File: src/rtl/pdi_pkg.sv
// Shared constants for the input change-of-state interrupt block.
// Assumes a fixed four-pin register layout on an 8-bit data bus.
package pdi_pkg;
    localparam int NUM_PINS = 4;
    localparam int DATA_W   = 8;
    localparam int ADDR_W   = 2;

    typedef logic [ADDR_W-1:0] reg_addr_t;

    localparam reg_addr_t ADDR_CHG  = 2'd0;
    localparam reg_addr_t ADDR_EN   = 2'd1;
    localparam reg_addr_t ADDR_STAT = 2'd2;
    localparam reg_addr_t ADDR_MASK = 2'd3;

    // bit position of the summary bit in status and mask registers
    localparam int SUM_BIT = 7;
endpackage

File: src/rtl/pdi_tick_gen.sv
// Sample strobe generator: one-cycle pulse every DIV clock cycles.
// Assumes DIV >= 2. Free-running from reset.
module pdi_tick_gen #(
    parameter int DIV = 4
) (
    input  logic clk,
    input  logic rst_n,
    output logic tick_o
);
    localparam int CNT_W = (DIV > 2) ? $clog2(DIV) : 1;
    localparam logic [CNT_W-1:0] LAST = CNT_W'(DIV - 1);

    logic [CNT_W-1:0] cnt_q;

    // count cycles and fire the strobe on the last count
    always_ff @(posedge clk) begin
        if (!rst_n) begin
            cnt_q  <= '0;
            tick_o <= 1'b0;
        end else begin
            tick_o <= (cnt_q == LAST);
            cnt_q  <= (cnt_q == LAST) ? '0 : cnt_q + 1'b1;
        end
    end
endmodule

File: src/rtl/pdi_pin_filter.sv
// Per-pin front end: two-flop synchronizer, then a level filter that
// accepts a new level only when two consecutive strobes agree on it.
// Emits a one-cycle change pulse in the cycle the level updates.
// Assumes the pin level is 0 at reset.
module pdi_pin_filter (
    input  logic clk,
    input  logic rst_n,
    input  logic pin_async,
    input  logic tick,
    output logic level_o,
    output logic chg_o
);
    logic meta_q, sync_q, cand_q;
    logic accept;

    // bring the asynchronous pin into the clock domain
    always_ff @(posedge clk) begin
        if (!rst_n) begin
            meta_q <= 1'b0;
            sync_q <= 1'b0;
        end else begin
            meta_q <= pin_async;
            sync_q <= meta_q;
        end
    end

    // a new level is accepted when this strobe matches the previous one
    assign accept = tick && (sync_q == cand_q) && (sync_q != level_o);

    // hold the candidate, the accepted level and the change pulse
    always_ff @(posedge clk) begin
        if (!rst_n) begin
            cand_q  <= 1'b0;
            level_o <= 1'b0;
            chg_o   <= 1'b0;
        end else begin
            chg_o <= accept;
            if (tick) cand_q <= sync_q;
            if (accept) level_o <= sync_q;
        end
    end
endmodule

File: src/rtl/pdi_delta_bank.sv
// Sticky delta flags, per-pin enable register and the summary status bit.
// A clear request drops all flags; a change pulse in the same cycle
// still sets its flag. Status is derived from the latched flags and the
// enables, so an enable write takes effect without a new change.
module pdi_delta_bank #(
    parameter int N = 4
) (
    input  logic         clk,
    input  logic         rst_n,
    input  logic [N-1:0] chg_i,
    input  logic         clr_i,
    input  logic         en_we,
    input  logic [N-1:0] en_wdata,
    output logic [N-1:0] delta_o,
    output logic [N-1:0] en_o,
    output logic         sum_o
);
    // one sticky flag per pin
    for (genvar g = 0; g < N; g++) begin : g_flag
        // set on change, clear on read; the change wins a tie
        always_ff @(posedge clk) begin
            if (!rst_n)         delta_o[g] <= 1'b0;
            else if (chg_i[g])  delta_o[g] <= 1'b1;
            else if (clr_i)     delta_o[g] <= 1'b0;
        end
    end

    // enable register
    always_ff @(posedge clk) begin
        if (!rst_n)     en_o <= '0;
        else if (en_we) en_o <= en_wdata;
    end

    // summary: any latched flag whose pin is enabled
    assign sum_o = |(delta_o & en_o);
endmodule

File: src/rtl/pin_delta_irq.sv
// Input change-of-state interrupt logic, top level.
// Filters four input pins, latches per-pin change flags, folds enabled
// flags into one status bit and gates it with a mask bit onto irq_o.
// Register port: reads are combinational; side effects at the clock edge.
module pin_delta_irq
    import pdi_pkg::*;
#(
    parameter int SAMPLE_DIV = 4
) (
    input  logic                clk,
    input  logic                rst_n,
    input  logic [NUM_PINS-1:0] pin_i,
    input  logic                bus_sel,
    input  logic                bus_wr,
    input  logic [ADDR_W-1:0]   bus_addr,
    input  logic [DATA_W-1:0]   bus_wdata,
    output logic [DATA_W-1:0]   bus_rdata,
    output logic                irq_o
);
    localparam int PAD_W = DATA_W - 2 * NUM_PINS;

    logic                tick;
    logic [NUM_PINS-1:0] level;
    logic [NUM_PINS-1:0] pulse;
    logic [NUM_PINS-1:0] delta;
    logic [NUM_PINS-1:0] en;
    logic                isr;
    logic                mask_q;
    logic                rd_chg, we_en, we_mask;
    logic                unused_wbits;

    assign rd_chg  = bus_sel && !bus_wr && (bus_addr == ADDR_CHG);
    assign we_en   = bus_sel &&  bus_wr && (bus_addr == ADDR_EN);
    assign we_mask = bus_sel &&  bus_wr && (bus_addr == ADDR_MASK);
    assign unused_wbits = &{1'b0, bus_wdata[SUM_BIT-1:NUM_PINS]};

    pdi_tick_gen #(.DIV(SAMPLE_DIV)) u_tick (
        .clk    (clk),
        .rst_n  (rst_n),
        .tick_o (tick)
    );

    for (genvar p = 0; p < NUM_PINS; p++) begin : g_pin
        pdi_pin_filter u_filt (
            .clk       (clk),
            .rst_n     (rst_n),
            .pin_async (pin_i[p]),
            .tick      (tick),
            .level_o   (level[p]),
            .chg_o     (pulse[p])
        );
    end

    pdi_delta_bank #(.N(NUM_PINS)) u_bank (
        .clk      (clk),
        .rst_n    (rst_n),
        .chg_i    (pulse),
        .clr_i    (rd_chg),
        .en_we    (we_en),
        .en_wdata (bus_wdata[NUM_PINS-1:0]),
        .delta_o  (delta),
        .en_o     (en),
        .sum_o    (isr)
    );

    // interrupt mask bit
    always_ff @(posedge clk) begin
        if (!rst_n)       mask_q <= 1'b0;
        else if (we_mask) mask_q <= bus_wdata[SUM_BIT];
    end

    // read data multiplexer
    always_comb begin
        bus_rdata = '0;
        case (bus_addr)
            ADDR_CHG:  bus_rdata = {level, delta};
            ADDR_EN:   bus_rdata = {{(DATA_W - NUM_PINS){1'b0}}, en};
            ADDR_STAT: bus_rdata[SUM_BIT] = isr;
            ADDR_MASK: bus_rdata[SUM_BIT] = mask_q;
            default:   bus_rdata = '0;
        endcase
    end

    // interrupt output
    assign irq_o = isr && mask_q;

    if (PAD_W != 0) begin : g_width_guard
        initial $error("pin_delta_irq: register layout needs DATA_W == 2*NUM_PINS");
    end
endmodule

File: config.mk
export PLATFORM = sky130hd
export DESIGN_NAME = pin_delta_irq
export DESIGN_NICKNAME = d
export VERILOG_FILES = /design/src/rtl/pdi_pkg.sv /design/src/rtl/pdi_tick_gen.sv /design/src/rtl/pdi_pin_filter.sv /design/src/rtl/pdi_delta_bank.sv /design/src/rtl/pin_delta_irq.sv
export SDC_FILE = /design/constraint.sdc
export NUM_CORES = 1
export LEC_CHECK = 0
export ABC_AREA = 1
export CORE_UTILIZATION = 45
export CTS_CLUSTER_SIZE = 40
export DETAILED_ROUTE_END_ITERATION = 8
export GPL_ROUTABILITY_DRIVEN = 0
export PLACE_DENSITY_LB_ADDON = 0.2
export SLEW_MARGIN = 25
export SYNTH_ARGS = -nofsm -noshare
export SYNTH_HDL_FRONTEND = slang
export SYNTH_SLANG_ARGS = --single-unit
File: constraint.sdc
create_clock -name clk -period 0.81 [get_ports clk]
set_input_delay 0.162 -clock clk [delete_from_list [all_inputs] [get_ports clk]]
set_output_delay 0.162 -clock clk [all_outputs]
set_load 0.02 [all_outputs]
==> Word-level counts from Yosys, hierarchy flattened <==
Index checks and enable logic that the tools add are counted.
{ "word_totals": {"regBits": 32, "in_bits": 18, "output_inout_bits": 9, "elab_cells": 72} }
{ "op_classes": {"n_addsub": 1, "eq_ne": 12, "mux": 7, "bitwise_logic": 2, "n_reduce_logical": 22} }
{ "ops": {"columns": ["cell", "count"], "rows": [
  ["$logic_and 1x1->1", 14],
  ["$pmux 7 s2", 1],
  ["$reduce_bool 2->1", 4],
  ["$eq 2x2->1 const B", 3],
  ["$mux 1", 5],
  ["$and 4x4->4", 1],
  ["$eq 1x1->1", 4],
  ["$ne 1x1->1", 4],
  ["$pmux 1 s4", 1],
  ["$reduce_or 4->1", 1],
  ["$add 2x1->2 const B", 1],
  ["$eq 2x1->1 const B", 1],
  ["$logic_not 2->1", 1],
  ["$reduce_or 2->1", 1],
  ["$logic_not 1->1", 1],
  ["$not 1->1", 1]
]} }

==> Depth between registers and ports, before layout <==
Gate-level depths: netlist of run 1.
{ "depth": {"word_depth": 5, "mapped_depth": 6, "ltp_nobuf": 6} }

==> Cells and area by module <==
A second synthesis of run 1 with hierarchy kept.
{ "hier_totals": {"cells_unflattened": 201, "hier_area_um2": 1355.0} }
{ "by_module_without_submodules": {"columns": ["module", "n_inst", "cells_each", "area_per_inst_um2", "seq_area_each_um2"], "rows": [
  ["pdi_pin_filter", 4, 27, 190.2, 100.1],
  ["pdi_delta_bank", 1, 44, 305.3, 160.2],
  ["pin_delta_irq", 1, 38, 190.2, 20.0],
  ["pdi_tick_gen", 1, 11, 98.8, 60.1]
]} }

==> Worst setup path before layout of run 1 <==
No wires, ideal clock.
{ "synth_path": {"path_type": "in2out", "startpoint": "input port bus_addr[0]", "endpoint": "output port bus_rdata[7]", "arrival_time_ns": 0.859, "required_time_ns": 0.648, "path_slack_ns": -0.211, "path_stages": 3, "path_buffers": 1, "path_cell_list": "buf_4 or2_0 o21ai_1"} }
{ "synth_via": {"elab_chain_cells": 2, "elab_cells_between_ends": 5, "cone_classes": "eq/ne (3); mux (1); reduce/logical (1)"} }
{ "synth_rtl": {"columns": ["item", "line_no", "rtl"], "rows": [
  ["start, declared", "pin_delta_irq.sv:15", "input logic [ADDR_W-1:0] bus_addr,"],
  ["$eq 2x2->1 (tied with other cells)", "pin_delta_irq.sv:75", "case (bus_addr)"],
  ["$pmux 1 s4 (*)", "pin_delta_irq.sv:75", null],
  ["end, declared", "pin_delta_irq.sv:17", "output logic [DATA_W-1:0] bus_rdata,"]
]} }
Mark *: on every way between the ends. The rest lies on a longest branch, timed or not.

==> Final worst setup path of run 1 <==
{ "layout_path": {"startpoint": "register u_bank.delta_o[1]", "endpoint": "output port irq_o"} }
{ "layout_via": {"elab_chain_cells": 3} }
{ "layout_rtl": {"columns": ["item", "line_no", "rtl"], "rows": [
  ["start, declared", "pdi_delta_bank.sv:14", "output logic [N-1:0] delta_o,"],
  ["start signal, assigned by index", "pdi_delta_bank.sv:22", "if (!rst_n) delta_o[g] <= 1'b0;"],
  ["start signal, assigned by index", "pdi_delta_bank.sv:23", "else if (chg_i[g]) delta_o[g] <= 1'b1;"],
  ["start signal, assigned by index", "pdi_delta_bank.sv:24", "else if (clr_i) delta_o[g] <= 1'b0;"],
  ["$and 4x4->4", "pdi_delta_bank.sv:35", "assign sum_o = |(delta_o & en_o);"],
  ["$reduce_or 4->1", "pdi_delta_bank.sv:35", null],
  ["$logic_and 1x1->1", "pin_delta_irq.sv:85", "assign irq_o = isr && mask_q;"],
  ["end, declared", "pin_delta_irq.sv:18", "output logic irq_o"]
]} }
Every way passes these cells.

==> summary.txt, run 1 <==
Die
  • Die ar.: 3174 um^2
  • Core footprint: 2781 um^2
  • # rows: 19
  • Starting Density: 0.4777
  • Num ports: 27
  • Die W: 56.34 um
  • Die height: 56.34 um

Status
  • Failing checks: setup timing
  • Status: complete, but fails checks

Clock tree
  • Sink Count: 32
  • Clk buf depth: 2
  • H-tree levels: 2
  • TritonCTS clock tree: done
  • Clock latency on the worst-skew pair: 320 ps
  • Num CTS Buffers: 5
  • CTS root buf: clkbuf_4
  • Clk slew on worst S/H paths: 100 ps
  • Cts hold-fix bufs: 0

Placed design
  • Pre-CTS setup slack: -1080 ps
  • Port bufs: 23
  • Dpl cells: 254
  • Placed instance area: 1747 um^2
  • DPL Wire Length: 2092 um

Run
  • Max-cap violations: 0

Logic synthesis
  • Register area share after synthesis: 0.4821
  • Post-Syn Area per Cell: 7.144 um^2
  • Yosys warns: 0
  • Synthesized net count: 205
  • Syn Std Cell Area: 1329 um^2
  • Synth Instances: 186
  • Register bit total from synthesis: 32
  • Library cells used by synthesis: 20

Pwr
  • Worst VDD drop: 2.640 mV
  • Power, Total: 3.389 mW
  • Pwr dens: 1472 nW/um^2
  • Leakage: 1.037 nW

Worst setup path
  • Crit path max fanout: 2
  • CP max-delay cell: dfxtp_2
  • CP Buf/Inv Count: 1
  • R2R cell count: 5
  • WP data required: 650 ps
  • Cell Chain, Critical Path: nand2_2 > nand2_2 > nor2_4 > nor2_2 > buf_6
  • CP startpoint kind: flop
  • R2R Setup Slk: -190 ps
  • Most used cell, CP: nand2_2
  • Origin of the critical flop-to-flop path: u_tick.tick_o
  • Worst r2r dst: g_pin[2].u_filt.level_o
  • Slowest stage delay, CP: 380 ps
  • Cell family with most CP delay: flip-flops
  • Worst EP arrival: 1130 ps
  • Kind of critical path: reg -> out
  • CP Capture Type: output pin

Global route
  • Final global-route overflow total: 0
  • Vias in the first global route: 1,232
  • First-pass GRT wire length: 5037 um
  • Initial antenna violation count: 0
  • Total track usage: 0.2081
  • Largest net degree at the start of global routing: 19

Timing
  • Setup violations, final: 22
  • Layout Skew: 9.309 ps
  • Fmax: 772.5 MHz
  • Final hold viol count: 0
  • Post-route setup slack: -484.5 ps
  • Slew HR: 0.8111
  • Crit share post-route: 1.598
  • RSZ-0062 raised after global routing: true
  • Worst-Margin Slew: 283.0 ps
  • Max Transition Viols Final: 0
  • Post-layout min period: 1295 ps

Route
  • Routed wire length: 4205 um
  • Number of remaining DRC errors: 0
  • Routed len/inst: 15.24 um
  • Via count: 1,428
  • First DRT Iteration DRCs: 71
  • Via density per instance: 5.174
  • DR pass1 iterations: 4
  • Antenna Nets Post-Route: 0

Cells and area
  • Non-filler cells, final: 276
  • Util after Layout: 0.8277
  • Area Growth Syn to Fin: 73.26%
  • Nets: 263
  • Diodes inserted: 0
  • Share of layout cells above drive strength 1: 0.5755
  • Design area: 2302 um^2

Worst hold path
  • HP Class: in -> reg
  • Hold endpoint: u_tick.tick_o
  • Hold Startpoint: rst_n
  • Hold Path Depth: 4
==> layout make-up <==
class / count / area [um^2]
repair buffers: 55 / 571.8
clock inverters: 1 / 30.03
flip-flops and latches: 32 / 663.1
fillers: 166 / 479.2
inverters: 36 / 147.6
multi-input cells: 114 / 785.8
clock buffers: 7 / 65.06
well taps: 31 / 38.79
==> worst max path at each step <==
stage / cells after the start / start / to
5_1_grt: 5 / u_bank.delta_o[1] / bus_rdata[7]
2_1_floorplan: 4 / u_bank.delta_o[2] / bus_rdata[7]
3_3_place_gp: 5 / bus_addr[1] / bus_rdata[7]
3_5_place_dp: 5 / bus_addr[1] / bus_rdata[7]
4_1_cts: 5 / u_bank.delta_o[1] / bus_rdata[7]
6_report: 5 / u_bank.delta_o[1] / irq_o
==> cell usage after synthesis <==
master     n  area (um^2)
nand3_1   11        55.05
nor2_4     2        22.52
buf_2      2        10.01
buf_6      1        11.26
o21bai_1   4        30.03
nand2_2    2        12.51
ha_1       1        12.51
nand2_1   50        187.7
a21oi_1   16        80.08
dfxtp_1   32        640.6
o21ai_1    1        5.000
nor3_1     2        10.01
or2_0      1        6.260
nor2_1    20        75.07
o21ai_0    2        10.01
inv_2      3        11.26
nand3_2    1        10.01
inv_1     33        123.9
nor3b_1    1        7.510
buf_4      1        7.510
==> layer usage <==
layer | up-vias | global-route usage | wire length (um)
met5 | - | 0 | 0
met1 | 685 | 0.2402 | 1793
met2 | 48 | 0.3571 | 2089
li1 | 680 | - | -
met4 | 0 | 0.09756 | 144
met3 | 15 | 0.05530 | 178
==> cells in the final DEF (no fill, tap or decap), types with 2 or more instances in the layout <==
| cell type | synthesis | layout |
|---|---|---|
| a21oi_1 | 16 | 7 |
| nor2_4 | 2 | 9 |
| nand2_1 | 50 | 27 |
| inv_2 | 3 | 9 |
| buf_12 | 0 | 3 |
| nand3_4 | 0 | 2 |
| nor2_1 | 20 | 10 |
| dfxtp_1 | 32 | 16 |
| dfxtp_2 | 0 | 15 |
| nor2_2 | 0 | 3 |
| clkbuf_4 | 0 | 5 |
| buf_4 | 1 | 14 |
| a21oi_2 | 0 | 9 |
| dlygate4sd2_1 | 0 | 2 |
| clkbuf_8 | 0 | 2 |
| nand3_2 | 1 | 10 |
| o21bai_1 | 4 | 4 |
| inv_1 | 33 | 24 |
| inv_4 | 0 | 2 |
| buf_6 | 1 | 25 |
| nand2_2 | 2 | 22 |
| nand2_4 | 0 | 3 |
| o21ai_2 | 0 | 2 |
| nor3_1 | 2 | 2 |
| clkdlybuf4s50_1 | 0 | 9 |
==> timing repair <==
item / CTS / global route
gates resized for setup: 114 / 56
pin swaps: 25 / 24
setup endpoints to repair: 31 / 29
buffers inserted: 8 / 11
==> sequential cells by signal, indices dropped and copies added, names as in the netlist <==
register / count
g_pin.u_filt.level_o: 4
mask_q: 1
g_pin.u_filt.sync_q: 4
g_pin.u_filt.chg_o: 4
u_tick.tick_o: 1
g_pin.u_filt.cand_q: 4
u_bank.en_o: 4
g_pin.u_filt.meta_q: 4
u_tick.cnt_q: 2
u_bank.delta_o: 4
==> report_power, final <==
part,internal (mW),switching (mW)
clock,0.819,0.522
combinational,0.198,0.192
sequential,1.62,0.0391
total,2.64,0.753
==> stage by stage <==
stage | hold slack (ps) | TNS (ps)
detailed placement | 401.9 | -18960
CTS | 357.1 | -3883
floorplan | 259.6 | -103.7
finish | 276.9 | -5068
global placement | 393.9 | -18270
global route | 287.7 | -5766
==> kinds of logic (layout without fill, tap and decap cells) <==
| family | count (synthesis) | after routing | synth area share |
|---|---|---|---|
| AO/OA/AOI/OAI | 23 | 23 | 0.09416 |
| adder cells (fa/ha/maj) | 1 | 1 | 0.009415 |
| flip-flops | 32 | 32 | 0.4821 |
| AND/OR/NAND/NOR | 90 | 90 | 0.2910 |
| buffers and inverters | 40 | 99 | 0.1234 |
==> worst min-delay path, cell delays in order <==
cell and delay (ps):
dlymetal6s2s_1 160, buf_6 160, nand2_1 60, inv_1 30
Note: power is estimated with default switching activity, not from simulation.
==> run 2, diff against run 1 <==
--- a/config.mk
+++ b/config.mk
@@ -6,12 +6,14 @@
 export NUM_CORES = 1
 export LEC_CHECK = 0
 export ABC_AREA = 1
-export CORE_UTILIZATION = 45
+export CORE_UTILIZATION = 32
 export CTS_CLUSTER_SIZE = 40
 export DETAILED_ROUTE_END_ITERATION = 8
 export GPL_ROUTABILITY_DRIVEN = 0
+export HOLD_SLACK_MARGIN = 0.05
 export PLACE_DENSITY_LB_ADDON = 0.2
 export SLEW_MARGIN = 25
 export SYNTH_ARGS = -nofsm -noshare
 export SYNTH_HDL_FRONTEND = slang
+export SYNTH_HIERARCHICAL = 1
 export SYNTH_SLANG_ARGS = --single-unit
==> run 2 against run 1 <==
  * Register-to-register slack better by 120 ps
  * Critical path type unchanged
  * The flow still finishes with violations (setup timing)
  * Setup slack worse by 48 ps
  * Global-route usage down 5.2 points
  * Largest cell class unchanged
  * Fmax down 3.6%
  * Design area up 6.4%
  * Area after synthesis up 2.0%
  * Flip-flop and latch count unchanged
  * Non-clock buffer count up 4
  * Sequential power about the same
==> summary.txt, run 2 <==
Pwr
  • Cell-internal power: 2.787 mW (+5.7%)
  • Switch Pwr: 819.6 uW (+8.8%)
  • Seq pwr share: 0.464 (-0.025)
  • Pwr dens: 1473 nW/um^2 (about the same)
  • Leakage: 1.093 nW (+5.4%)
  • Switching Share: 0.2272 (+0.004999)
  • Comb pwr share: 0.127 (+0.012)
  • Worst VDD drop: 1.096 mV (-58%)
  • Clock group share of total power: 0.409 (+0.013)
  • Power, Total: 3.607 mW (+6.4%)

Worst setup path
  • Kind of critical path: reg -> out
  • Crit path max fanout: 2 (unchanged)
  • CP startpoint kind: flop
  • CP Capture Type: output pin
  • WP data required: 650 ps (about the same)
  • Worst EP arrival: 1180 ps (+50 ps)

Logic synthesis
  • Register area share after synthesis: 0.4728 (-0.009348)
  • Area contributors post-synth: dfxtp_1 (47%), nand2_1 (15%), inv_1 (12%)
  • Ys async rst share: 0 (unchanged)
  • Post-Syn Area per Cell: 6.742 um^2 (-5.6%)
  • Synth Instances: 201 (+8.1%)
  • Syn Std Cell Area: 1355 um^2 (+2.0%)
  • Synth area leader: dfxtp_1
  • Ys flop type: dfxtp_1
  • Synthesized net count: 220 (+7.3%)
  • Yosys warns: 6 (+6)
  • Library cells used by synthesis: 16 (-20%)
  • Yosys top cell area share: 0.4728 (-0.009348)
  • Register bit total from synthesis: 32 (unchanged)
  • Post-synth EDFFs: 0 (unchanged)
  • Most common cell in the netlist: nand2_1
  • Post-synth top cells: nand2_1 (53), inv_1 (45), dfxtp_1 (32), nor2_1 (32), nand3_1 (13)

Clock tree
  • Clock latency on the worst-skew pair: 280 ps (-40 ps)
  • Num CTS Buffers: 5 (unchanged)
  • Sink Count: 32 (unchanged)
  • TritonCTS clock tree: done
  • H-tree levels: 2 (unchanged)
  • Clk slew on worst S/H paths: 70 ps (-30 ps)
  • CTS root buf: clkbuf_8
  • Clk buf depth: 2 (unchanged)
  • Cts hold-fix bufs: 0 (unchanged)

Route
  • Routed wire length: 3170 um (-25%)
  • Antenna Nets Post-Route: 0 (unchanged)
  • Via density per instance: 4.314 (-17%)
  • Routed len/inst: 9.969 um (-35%)
  • First DRT Iteration DRCs: 18 (-75%)
  • Number of remaining DRC errors: 0 (unchanged)
  • Via count: 1,372 (-3.9%)
  • DR pass1 iterations: 4 (unchanged)

Timing
  • Worst hold slack: 368.6 ps (+91.62 ps)
  • Post-layout min period: 1343 ps (+48.13 ps)
  • Layout Skew: 4.010 ps (-5.299 ps)
  • Slew HR: 0.8821 (+0.07100)
  • Worst-Margin Slew: 176.3 ps (-106.7 ps)
  • Setup violations, final: 18 (-18%)
  • Max Transition Viols Final: 0 (unchanged)
  • Final hold viol count: 0 (unchanged)
  • Post-route setup slack: -532.7 ps (-48.13 ps)
  • RSZ-0062 raised after global routing: true
  • Crit share post-route: 1.658 (+0.05942)
  • Setup total negative slack: -3495 ps (+1573 ps)
  • Fmax: 744.8 MHz (-3.6%)

Global route
  • Vias in the first global route: 1,259 (+2.2%)
  • Largest net degree at the start of global routing: 14 (-5)
  • First-pass GRT wire length: 5154 um (+2.3%)
  • Initial antenna violation count: 0 (unchanged)
  • Total track usage: 0.1564 (-0.05166)
  • Final global-route overflow total: 0 (unchanged)

Placed design
  • Pre-CTS setup slack: -968.6 ps (+111.8 ps)
  • Placed instance area: 1912 um^2 (+9.5%)
  • Port bufs: 23 (unchanged)
  • DPL Wire Length: 2060 um (-1.5%)

Die
  • # rows: 23 (+4)
  • Die ar.: 4499 um^2 (+42%)
  • Die height: 67.08 um (+19%)
  • Starting Density: 0.3363 (-0.1414)
  • Die W: 67.08 um (+19%)
  • Num ports: 27 (unchanged)
  • Core footprint: 4029 um^2 (+45%)

Run
  • Max-cap violations: 0 (unchanged)

Cells and area
  • Diodes inserted: 0 (unchanged)
  • Nets: 286 (+8.7%)
  • Most frequent cells in the layout: nand2_1 (40), inv_1 (32), buf_6 (27)
  • Design area: 2449 um^2 (+6.4%)
  • Commonest non-fill, non-tap cell in the layout: nand2_1
  • Area Growth Syn to Fin: 80.70%
  • Share of layout cells above drive strength 1: 0.5075 (-0.06805)

Status
  • Failing checks: setup timing
  • Status: complete, but fails checks

Worst hold path
  • HP Class: in -> reg
-- run 2: cell count changes after synthesis, sizes merged, moves of 3 or more --
cell / previous run / this run
a211oi: 0 / 4
o21ai: 3 / 6
a21oi: 16 / 4
a31oi: 0 / 4
nor2: 22 / 33
nand2: 52 / 55
inv: 36 / 47
o21bai: 4 / 0
buf: 4 / 0
-- run 2: area by class of cell --
class,instances,area (um^2)
Fill cell,361,1580
Multi-Input combinational cell,122,765.7
Sequential cell,32,665.6
Timing Repair Buffer,59,628.1
Inverter,47,219.0
Clock buffer,6,72.57
Tap cell,50,62.56
Clock inverter,2,35.03
-- run 2: final timing paths --
kind,from,end,slack (ps),cells after the start
min,bus_addr[0],mask_q,370,6
max,u_bank/delta_o[1],bus_rdata[7],-530,7
max reg2reg,u_tick/tick_o,g_pin[0].u_filt/level_o,-70,4
min reg2reg,g_pin[0].u_filt/meta_q,g_pin[0].u_filt/sync_q,410,2
-- run 2: metrics by stage --
step             util  instances
2_1_floorplan       -        201
3_3_place_gp   0.4745        302
3_5_place_dp   0.4745        302
4_1_cts        0.5491        316
5_1_grt        0.6078        318
6_report       0.6078        318
-- run 2: per-layer routing --
metal  track usage  wire [um]
met1        0.1715       1390
met2        0.2750       1580
met3       0.05822        170
met4       0.04787         29
met5             0          0
-- run 2: timing repair --
| item | 4_1_cts | 5_1_grt |
|---|---|---|
| gates resized for setup | 118 | 68 |
| setup buffers | 7 | 5 |
| pin swaps | 24 | 28 |
| setup endpoints to repair | 28 | 31 |
| hold endpoints to repair | 0 | 0 |
-- run 2: kinds of logic (layout without fill, tap and decap cells) --
logic type               Yosys count  count (layout)  synth area share
AO/OA/AOI/OAI                     18              18           0.07755
adder cells (fa/ha/maj)            1               1          0.009232
buffers and inverters             47             114            0.1302
flip-flops                        32              32            0.4728
AND/OR/NAND/NOR                  103             103            0.3102
-- run 2: critical path, stage by stage (launching register included) --
cell	delay [ps]
dfxtp_2	350
nand2_1	60
nand2_1	50
inv_1	40
nand2_2	80
o21ai_2	60
o21ai_2	120
buf_6	130
-- run 2: power groups by stage --
| stage | Clock (mW) | Sequential, mW | Combinational, mW |
|---|---|---|---|
| 6_report | 1.47 | 1.67 | 0.459 |
| 5_1_grt | 1.60 | 1.68 | 0.508 |
| 4_1_cts | 1.53 | 1.65 | 0.386 |
| 3_5_place_dp | 0 | 1.69 | 0.327 |
| 3_3_place_gp | 0 | 1.69 | 0.323 |
| 2_1_floorplan | 0 | 1.68 | 0.127 |
